<file path="config.mk">
export PLATFORM = sky130hd
export DESIGN_NAME = dpa_mem_arbiter
export DESIGN_NICKNAME = d
export VERILOG_FILES = /design/src/rtl/dpa_pkg.sv /design/src/rtl/dpa_sync.sv /design/src/rtl/dpa_settle.sv /design/src/rtl/dpa_decide.sv /design/src/rtl/dpa_mem_arbiter.sv
export SDC_FILE = /design/constraint.sdc
export NUM_CORES = 1
export LEC_CHECK = 0
export BUFFER_PORTS_ARGS = -buffer_cell sky130_fd_sc_hd__buf_4
export CAP_MARGIN = 20
export CORE_MARGIN = 5
export CORE_UTILIZATION = 40
export DETAILED_ROUTE_END_ITERATION = 12
export GPL_TIMING_DRIVEN = 0
export PLACE_DENSITY = 0.6
export REMOVE_ABC_BUFFERS = 1
export SYNTH_ARGS = -nofsm -noshare
export SYNTH_HDL_FRONTEND = slang
export SYNTH_HIERARCHICAL = 1
export SYNTH_SLANG_ARGS = --single-unit
</file>
<file path="constraint.sdc">
create_clock -name clk -period 1.9 [get_ports clk]
set_input_delay 0.38 -clock clk [delete_from_list [all_inputs] [get_ports clk]]
set_output_delay 0.38 -clock clk [all_outputs]
set_load 0.02 [all_outputs]
</file>
<file path="src/rtl/dpa_pkg.sv">
package dpa_pkg;
  typedef enum logic [1:0] {
    ARB_IDLE   = 2'd0,
    ARB_LOCAL  = 2'd1,
    ARB_REMOTE = 2'd2
  } arb_state_e;

  localparam int SIDES = 2;
  localparam int SIDE_LOCAL = 0;
  localparam int SIDE_REMOTE = 1;
endpackage

</file>
<file path="src/rtl/dpa_sync.sv">
module dpa_sync #(
  parameter int STAGES = 2
) (
  input  logic clk,
  input  logic rst_n,
  input  logic async_i,
  output logic sync_o
);
  logic [STAGES-1:0] chain_q;

  for (genvar s = 0; s < STAGES; s++) begin : g_stage
    if (s == 0) begin : g_first
      always_ff @(posedge clk or negedge rst_n) begin
        if (!rst_n) chain_q[0] <= 1'b0;
        else        chain_q[0] <= async_i;
      end
    end else begin : g_next
      always_ff @(posedge clk or negedge rst_n) begin
        if (!rst_n) chain_q[s] <= 1'b0;
        else        chain_q[s] <= chain_q[s-1];
      end
    end
  end

  assign sync_o = chain_q[STAGES-1];
endmodule

</file>
<file path="src/rtl/dpa_settle.sv">
module dpa_settle #(
  parameter int SETTLE = 3
) (
  input  logic clk,
  input  logic rst_n,
  input  logic sync_i,
  output logic qual_o
);
  localparam int CW = $clog2(SETTLE + 1);
  localparam logic [CW-1:0] LIMIT = CW'(SETTLE);

  logic [CW-1:0] cnt_q;

  always_ff @(posedge clk or negedge rst_n) begin
    if (!rst_n)               cnt_q <= '0;
    else if (!sync_i)         cnt_q <= '0;
    else if (cnt_q != LIMIT)  cnt_q <= cnt_q + 1'b1;
  end

  assign qual_o = sync_i && (cnt_q == LIMIT);


  qual_needs_history_chk: assert property (@(posedge clk) disable iff (!rst_n)
    $rose(qual_o) |-> $past(sync_i));
endmodule

</file>
<file path="src/rtl/dpa_decide.sv">
module dpa_decide
  import dpa_pkg::*;
(
  input  logic clk,
  input  logic rst_n,
  input  logic qual_l_i,
  input  logic qual_r_i,
  output logic gnt_l_o,
  output logic gnt_r_o,
  output logic busy_o
);
  arb_state_e st_q, st_d;
  logic pref_remote_q, pref_remote_d;

  always_comb begin
    st_d = st_q;
    pref_remote_d = pref_remote_q;
    unique case (st_q)
      ARB_IDLE: begin
        if (qual_l_i && (!qual_r_i || !pref_remote_q)) begin
          st_d = ARB_LOCAL;
          pref_remote_d = 1'b1;
        end else if (qual_r_i) begin
          st_d = ARB_REMOTE;
          pref_remote_d = 1'b0;
        end
      end
      ARB_LOCAL:  if (!qual_l_i) st_d = ARB_IDLE;
      ARB_REMOTE: if (!qual_r_i) st_d = ARB_IDLE;
      default:    st_d = ARB_IDLE;
    endcase
  end

  always_ff @(posedge clk or negedge rst_n) begin
    if (!rst_n) begin
      st_q <= ARB_IDLE;
      pref_remote_q <= 1'b0;
      gnt_l_o <= 1'b0;
      gnt_r_o <= 1'b0;
      busy_o <= 1'b0;
    end else begin
      st_q <= st_d;
      pref_remote_q <= pref_remote_d;
      gnt_l_o <= (st_d == ARB_LOCAL);
      gnt_r_o <= (st_d == ARB_REMOTE);
      busy_o <= (st_d != ARB_IDLE);
    end
  end


  gnt_onehot_chk: assert property (@(posedge clk) disable iff (!rst_n)
    $onehot0({gnt_l_o, gnt_r_o}));

  gnt_l_qualified_chk: assert property (@(posedge clk) disable iff (!rst_n)
    $rose(gnt_l_o) |-> $past(qual_l_i));

  gnt_r_qualified_chk: assert property (@(posedge clk) disable iff (!rst_n)
    $rose(gnt_r_o) |-> $past(qual_r_i));

  hold_l_chk: assert property (@(posedge clk) disable iff (!rst_n)
    (gnt_l_o && qual_l_i) |=> gnt_l_o);

  hold_r_chk: assert property (@(posedge clk) disable iff (!rst_n)
    (gnt_r_o && qual_r_i) |=> gnt_r_o);

  gap_after_l_chk: assert property (@(posedge clk) disable iff (!rst_n)
    $fell(gnt_l_o) |-> !gnt_r_o);

  gap_after_r_chk: assert property (@(posedge clk) disable iff (!rst_n)
    $fell(gnt_r_o) |-> !gnt_l_o);

  tie_pref_chk: assert property (@(posedge clk) disable iff (!rst_n)
    (st_q == ARB_IDLE && qual_l_i && qual_r_i) |=> (gnt_r_o == $past(pref_remote_q)));

  busy_match_chk: assert property (@(posedge clk) disable iff (!rst_n)
    busy_o == (gnt_l_o || gnt_r_o));
endmodule

</file>
<file path="src/rtl/dpa_mem_arbiter.sv">
module dpa_mem_arbiter
  import dpa_pkg::*;
#(
  parameter int SYNC_STAGES = 2,
  parameter int SETTLE_CYCLES = 3
) (
  input  logic clk,
  input  logic rst_n,
  input  logic req_local,
  input  logic req_remote,
  output logic gnt_local,
  output logic gnt_remote,
  output logic busy
);
  logic [SIDES-1:0] req_async;
  logic [SIDES-1:0] req_sync;
  logic [SIDES-1:0] req_qual;

  assign req_async[SIDE_LOCAL]  = req_local;
  assign req_async[SIDE_REMOTE] = req_remote;

  for (genvar i = 0; i < SIDES; i++) begin : g_lane
    dpa_sync #(.STAGES(SYNC_STAGES)) sync_i (
      .clk(clk), .rst_n(rst_n), .async_i(req_async[i]), .sync_o(req_sync[i])
    );
    dpa_settle #(.SETTLE(SETTLE_CYCLES)) settle_i (
      .clk(clk), .rst_n(rst_n), .sync_i(req_sync[i]), .qual_o(req_qual[i])
    );
  end

  dpa_decide decide_i (
    .clk(clk), .rst_n(rst_n),
    .qual_l_i(req_qual[SIDE_LOCAL]), .qual_r_i(req_qual[SIDE_REMOTE]),
    .gnt_l_o(gnt_local), .gnt_r_o(gnt_remote), .busy_o(busy)
  );


  reset_quiet_chk: assert property (@(posedge clk)
    !rst_n |-> (!gnt_local && !gnt_remote && !busy));
endmodule

</file>
==> flow_summary.ini, run 1 <==
[status]
status = finished clean

[global_route]
grt_max_degree = 15
grt_pass1_vias = 296
grt_overflow = 0
antenna_found_initial = 0
grt_pass1_wl_mm = 1.27
track_usage_pct = 9.22

[worst_setup_path]
crit_required_ns = 2.06
reg2reg_depth = 4
r2r_slack_ns = 0.59
path_class = reg2reg
r2r-start = g_lane[0].settle_i/cnt_q[0]
endpoint_kind = register
cp-startpoint = g_lane[0].settle_i/cnt_q[0]
crit_path_start_kind = register
worstPathArrival_ns = 1.47
r2r-end = decide_i/pref_remote_q
cp_max_fo = 3

[clock_network]
clock-root-buffer = clkbuf_4
cts_buffers = 3
insertion_delay_ns = 0.27
cts_buffer_depth = 2
numClockSinks = 14
cts-htree-levels = 1
cts-hold-fix-buffers = 1
cts_tree = yes
postCtsSetupRepairBufs = 0
ctsResizeCount = 0
path_clk_slew_ns = 0.07

[layout]
final_util_pct = 49.2
final_area_sq_um = 632
multiInputGateArea_sq_um = 185
area_delta_synth_final_pct = 18.0
final-seq-area_sq_um = 350
fillers = 114
final_nets = 54
drive_gt1_share_pct = 30.4
antennaDiodeCount = 0

[floorplan]
row_count = 13
dieArea_sq_um = 2170
die_y_um = 46.6
ios = 7
coreArea_sq_um = 1280
initial_core_util_pct = 41.7
die_w_um = 46.6

[timing]
relSlewSlack_pct = 87.5
tightest_slew_ns = 0.186
hold_viol_final = 0
setup_tns_ns = 0
post-route-period-util_pct = 69.2
min_period_ns = 1.31
maxSlewViolCount = 0
clock_skew_ns = 0.000894
rsz0062_at_grt = no
fmax_mhz = 760
setup_violations = 0

[synthesis]
yosys.area.top_type = dfrtp_1
ys_seq_area_share_pct = 65.4
netlist_top_cells_area = dfrtp_1 (65%), ha_1 (4.7%), mux2i_1 (3.7%)
synth_enable_flop_cells = 0
yosysMostFrequentCell = dfrtp_1
synth_cells = 36
yosysUniqueCellTypes = 15
netlist.area_leader.share_pct = 65.4
ys_async_sr_fraction_pct = 100
syn_area_per_cell_sq_um = 14.9
synthFlopType = dfrtp_1
syn_area_sq_um = 536
ys_warn_count = 6
yosys_register_bits = 14

[power_and_ir_drop]
leakage_uw = 0.000301
power.density_nw_per_um2 = 996
irDropWorstVdd_mv = 0.545

[hold_path]
min_to = g_lane[1].sync_i/chain_q[0]
hold_path_class = in2reg
min_from = req_remote
hold_depth = 1

[drt]
wirelength_um = 692
drtAntennaViolNets = 0
drt-wirelength-per-cell_um = 11.3
route.vias.total = 291
drt_pass1_iterations = 2
drt_iter0_drc = 6
drc = 0
via_per_inst = 4.77

[placed_design]
hpwl_um = 546
placed_cell_area_sq_um = 599
place_congestion = 0.745
portBuffers = 6

[run]
cap_violations = 0
-- layer usage --
metal,wire [um],track usage (%)
met4,21,6.82
met3,24,4.69
met1,265,9.61
met2,380,14.0
met5,0,0
-- metrics by stage --
| step | std cells | total power [uW] | hold slack (ns) | setup WS [ns] |
|---|---|---|---|---|
| after floorplan | 36 | 448 | 0.0844 | 0.652 |
| after global placement | 57 | 474 | 0.228 | 0.623 |
| after detailed placement | 57 | 485 | 0.233 | 0.587 |
| after CTS | 61 | 644 | 0.203 | 0.575 |
| after global routing | 61 | 676 | 0.196 | 0.520 |
| final | 61 | 630 | 0.215 | 0.585 |
-- logic make-up (layout without fill, tap and decap cells) --
family / after synthesis / in the layout / synth area share, %
fa+ha+maj: 2 / 2 / 4.67
xor+xnor: 2 / 2 / 3.27
compound gates: 5 / 5 / 6.31
buf+inv: 0 / 10 / 0
simple gates: 11 / 11 / 16.6
mux: 2 / 2 / 3.74
flops: 14 / 14 / 65.4
-- worst max-delay path, stage by stage, from the launching register on --
cell     delay [ns]
dfrtp_1        0.39
ha_1           0.25
and2_2         0.24
nor3b_2        0.16
o22a_1         0.17
-- where the power goes --
part,internal (uW),switching (uW),total (uW)
sequential,339,31.5,371
clock,73.3,79.6,153
combinational,59.3,46.7,106
total,472,158,630
-- flip-flops by register name, summed over array words and instances, names as in the netlist --
name	cells
g_lane.settle_i/cnt_q	4
decide_i/st_q	2
g_lane.sync_i/chain_q	2
g_lane.sync_i/sync_o	2
decide_i/busy_o	1
decide_i/gnt_l_o	1
decide_i/gnt_r_o	1
decide_i/pref_remote_q	1
-- worst max path at each step --
stage	end	slack, ns	depth (start not counted)
4_1_cts	decide_i/pref_remote_q	0.57	4
2_1_floorplan	decide_i/pref_remote_q	0.65	4
3_5_place_dp	decide_i/pref_remote_q	0.59	4
6_report	decide_i/pref_remote_q	0.59	4
5_1_grt	decide_i/pref_remote_q	0.52	4
3_3_place_gp	decide_i/pref_remote_q	0.62	4
-- layout make-up --
cell class / instances / share of cell area [%]
sequential: 14 / 55.4
timing repair buffer: 7 / 8.71
tap: 15 / 2.97
multi-input combinational: 22 / 29.3
clock buffer: 3 / 3.56
-- cell usage in the layout (no fill, tap or decap) --
| cell | n |
|---|---|
| dfrtp_1 | 14 |
| buf_4 | 6 |
| clkbuf_4 | 3 |
| o21a_1 | 2 |
| a21oi_1 | 2 |
| and2_2 | 2 |
| mux2i_1 | 2 |
| nor2b_1 | 2 |
| xnor2_1 | 2 |
| and2_1 | 2 |
| ha_1 | 2 |
| nand2b_4 | 1 |
| nor2b_2 | 1 |
| nand2b_1 | 1 |
| nand3b_1 | 1 |
| nor3b_2 | 1 |
| o22a_1 | 1 |
| dlygate4sd3_1 | 1 |
Power figures use the tool's default switching activity.
==> inputs of run 2 (changes only) <==
- ABC_AREA: default -> 1
- clock period: 1.9 -> 1.3 ns (I/O delays scaled with it)
==> flow_summary.ini, run 2 <==
[clock_network]
insertion_delay_ns = 0.26
cts_tree = yes
path_clk_slew_ns = 0.07
numClockSinks = 14
clock-root-buffer = clkbuf_4
cts-htree-levels = 1
cts_buffer_depth = 2
cts_buffers = 3

[timing]
relSlewSlack_pct = 88.4
fmax_mhz = 871
setup_violations = 0
hold_viol_final = 0
clock_skew_ns = 0.00272
tightest_slew_ns = 0.174
min_period_ns = 1.15
setup_tns_ns = 0
maxSlewViolCount = 0
post-route-period-util_pct = 88.3
rsz0062_at_grt = no

[worst_setup_path]
path_cells = ha_1 > nand2_1 > inv_1 > inv_2 > nor2_2 > a21oi_1
crit_path_start_kind = register
r2r_slack_ns = 0.15
crit_family = flip-flops
worst-path-stages = 6
endpoint_kind = register
path_class = reg2reg
reg2reg_depth = 6
slowest_delay_ns = 0.37
worstPathArrival_ns = 1.30
crit_required_ns = 1.45
r2r-end = decide_i/gnt_l_o
cp_max_fo = 4
crit_slowest_cell = dfrtp_1
r2r-start = g_lane[1].settle_i/cnt_q[0]
path_buf_inv = 2

[layout]
final_common_cell = dfrtp_1
area_delta_synth_final_pct = 17.7
largest_register_ffs = 4
final_area_sq_um = 641
drive_gt1_share_pct = 26.6
antennaDiodeCount = 0
layout_common_cells = dfrtp_1 (14), nand3_1 (10), inv_1 (8), nand2_1 (8), buf_4 (6)
regMostFlops = g_lane.settle_i/cnt_q
final_nets = 72

[synthesis]
ys_seq_area_share_pct = 64.4
syn_area_per_cell_sq_um = 10.1
yosysUniqueCellTypes = 12
netlist_top_cells_area = dfrtp_1 (64%), nand3_1 (9.2%), inv_1 (5.5%)
yosys.area.top_type = dfrtp_1
netlist.area_leader.share_pct = 64.4
ys_async_sr_fraction_pct = 100
synth_cells = 54
yosysMostFrequentCell = dfrtp_1
synthFlopType = dfrtp_1
synth_enable_flop_cells = 0
synth_common_cells = dfrtp_1 (14), nand3_1 (10), inv_1 (8), nand2_1 (8), inv_2 (5)
ys_warn_count = 6
syn_area_sq_um = 544
yosys_register_bits = 14

[floorplan]
die_y_um = 46.9
dieArea_sq_um = 2200
coreArea_sq_um = 1300
die_w_um = 46.9
row_count = 13
initial_core_util_pct = 41.8
ios = 7

[global_route]
grt_max_degree = 15
grt_pass1_vias = 377
antenna_found_initial = 0
grt_pass1_wl_mm = 1.43
track_usage_pct = 9.67
grt_overflow = 0

[drt]
drt_pass1_iterations = 2
route.vias.total = 364
via_per_inst = 4.61
drc = 0
drt_iter0_drc = 6
wirelength_um = 734
drt-wirelength-per-cell_um = 9.29
drtAntennaViolNets = 0

[hold_path]
hold_path_class = in2reg
min_to = g_lane[0].sync_i/chain_q[0]
min_from = req_local
hold_depth = 1

[run]
cap_violations = 0

[power_and_ir_drop]
irDropWorstVdd_mv = 0.667
leakage_uw = 0.000362
power.density_nw_per_um2 = 1380

[placed_design]
place_congestion = 0.788
placed_cell_area_sq_um = 608
hpwl_um = 569
portBuffers = 6

[status]
status = finished clean
## run 2: cell types whose count changed after synthesis, moves of 2 or more
cell,before,now
o21a_1,2,0
inv_2,0,5
nor2b_1,2,0
mux2i_1,2,0
and2_2,2,0
xnor2_1,2,0
inv_1,0,8
nand3_1,0,10
and2_1,2,0
nand2_1,0,8
## run 2: metrics by stage
| step | total power (uW) | instances | utilization [%] | setup slack [ns] | hold slack [ns] |
|---|---|---|---|---|---|
| final | 886 | 79 | 49.2 | 0.152 | 0.0991 |
| after global routing | 959 | 79 | 49.2 | 0.0508 | 0.0817 |
| after CTS | 908 | 79 | 49.2 | 0.149 | 0.0866 |
| after detailed placement | 674 | 75 | 46.7 | 0.161 | 0.117 |
| after global placement | 667 | 75 | 46.7 | 0.174 | 0.116 |
| after floorplan | 625 | 54 | - | 0.266 | -0.0356 |
## run 2: cells by family (layout without fill, tap and decap cells)
logic type,after synthesis,count (layout),share of synthesized area [%]
and+or+nand+nor,21,21,17.7
DFF,14,14,64.4
buffers and inverters,13,23,8.97
AOI/OAI and AO/OA,4,4,4.37
adders and majority gates,2,2,4.60
## run 2: layout make-up
type | count | area (sq um)
fill | 128 | 661
timing repair buffer | 7 | 55.1
clock buffer | 3 | 22.5
tap | 15 | 18.8
multi-input combinational | 27 | 145
inverter | 13 | 48.8
sequential | 14 | 350
## run 2: worst reg2reg max path, cell delays in order, from the launching register on
cell,delay (ns)
dfrtp_1,0.37
ha_1,0.23
nand2_1,0.08
inv_1,0.09
inv_2,0.05
nor2_2,0.13
a21oi_1,0.09
## run 2: report_power, final
part | leakage [uW] | internal (uW) | switching [uW]
clock network | 0.0000138 | 107 | 115
registers | 0.000180 | 490 | 46.3
logic | 0.000169 | 56.1 | 72.1
## run 2: worst max path at each step
stage	from	endpoint
after global placement	g_lane[0].settle_i/cnt_q[0]	decide_i/gnt_r_o
after global routing	g_lane[1].settle_i/cnt_q[0]	decide_i/st_q[1]
after CTS	g_lane[1].settle_i/cnt_q[0]	decide_i/gnt_l_o
after floorplan	g_lane[1].settle_i/cnt_q[0]	decide_i/gnt_l_o
after detailed placement	g_lane[1].settle_i/cnt_q[0]	decide_i/gnt_l_o
final	g_lane[1].settle_i/cnt_q[0]	decide_i/gnt_l_o
## run 2: routing by layer
metal / routed length (um) / global-route usage, % / vias up
li1: - / - / 189
met4: 12 / 8.29 / 0
met3: 36 / 3.07 / 2
met2: 370 / 14.4 / 4
met1: 315 / 11.2 / 169
met5: 0 / 0 / -
## run 2: what timing repair did
| item | CTS | global route |
|---|---|---|
| hold buffers | 1 | 0 |
| gates resized for setup | 0 | 0 |
| endpoints found under the hold margin | 14 | 0 |
| buffers inserted | 0 | 0 |
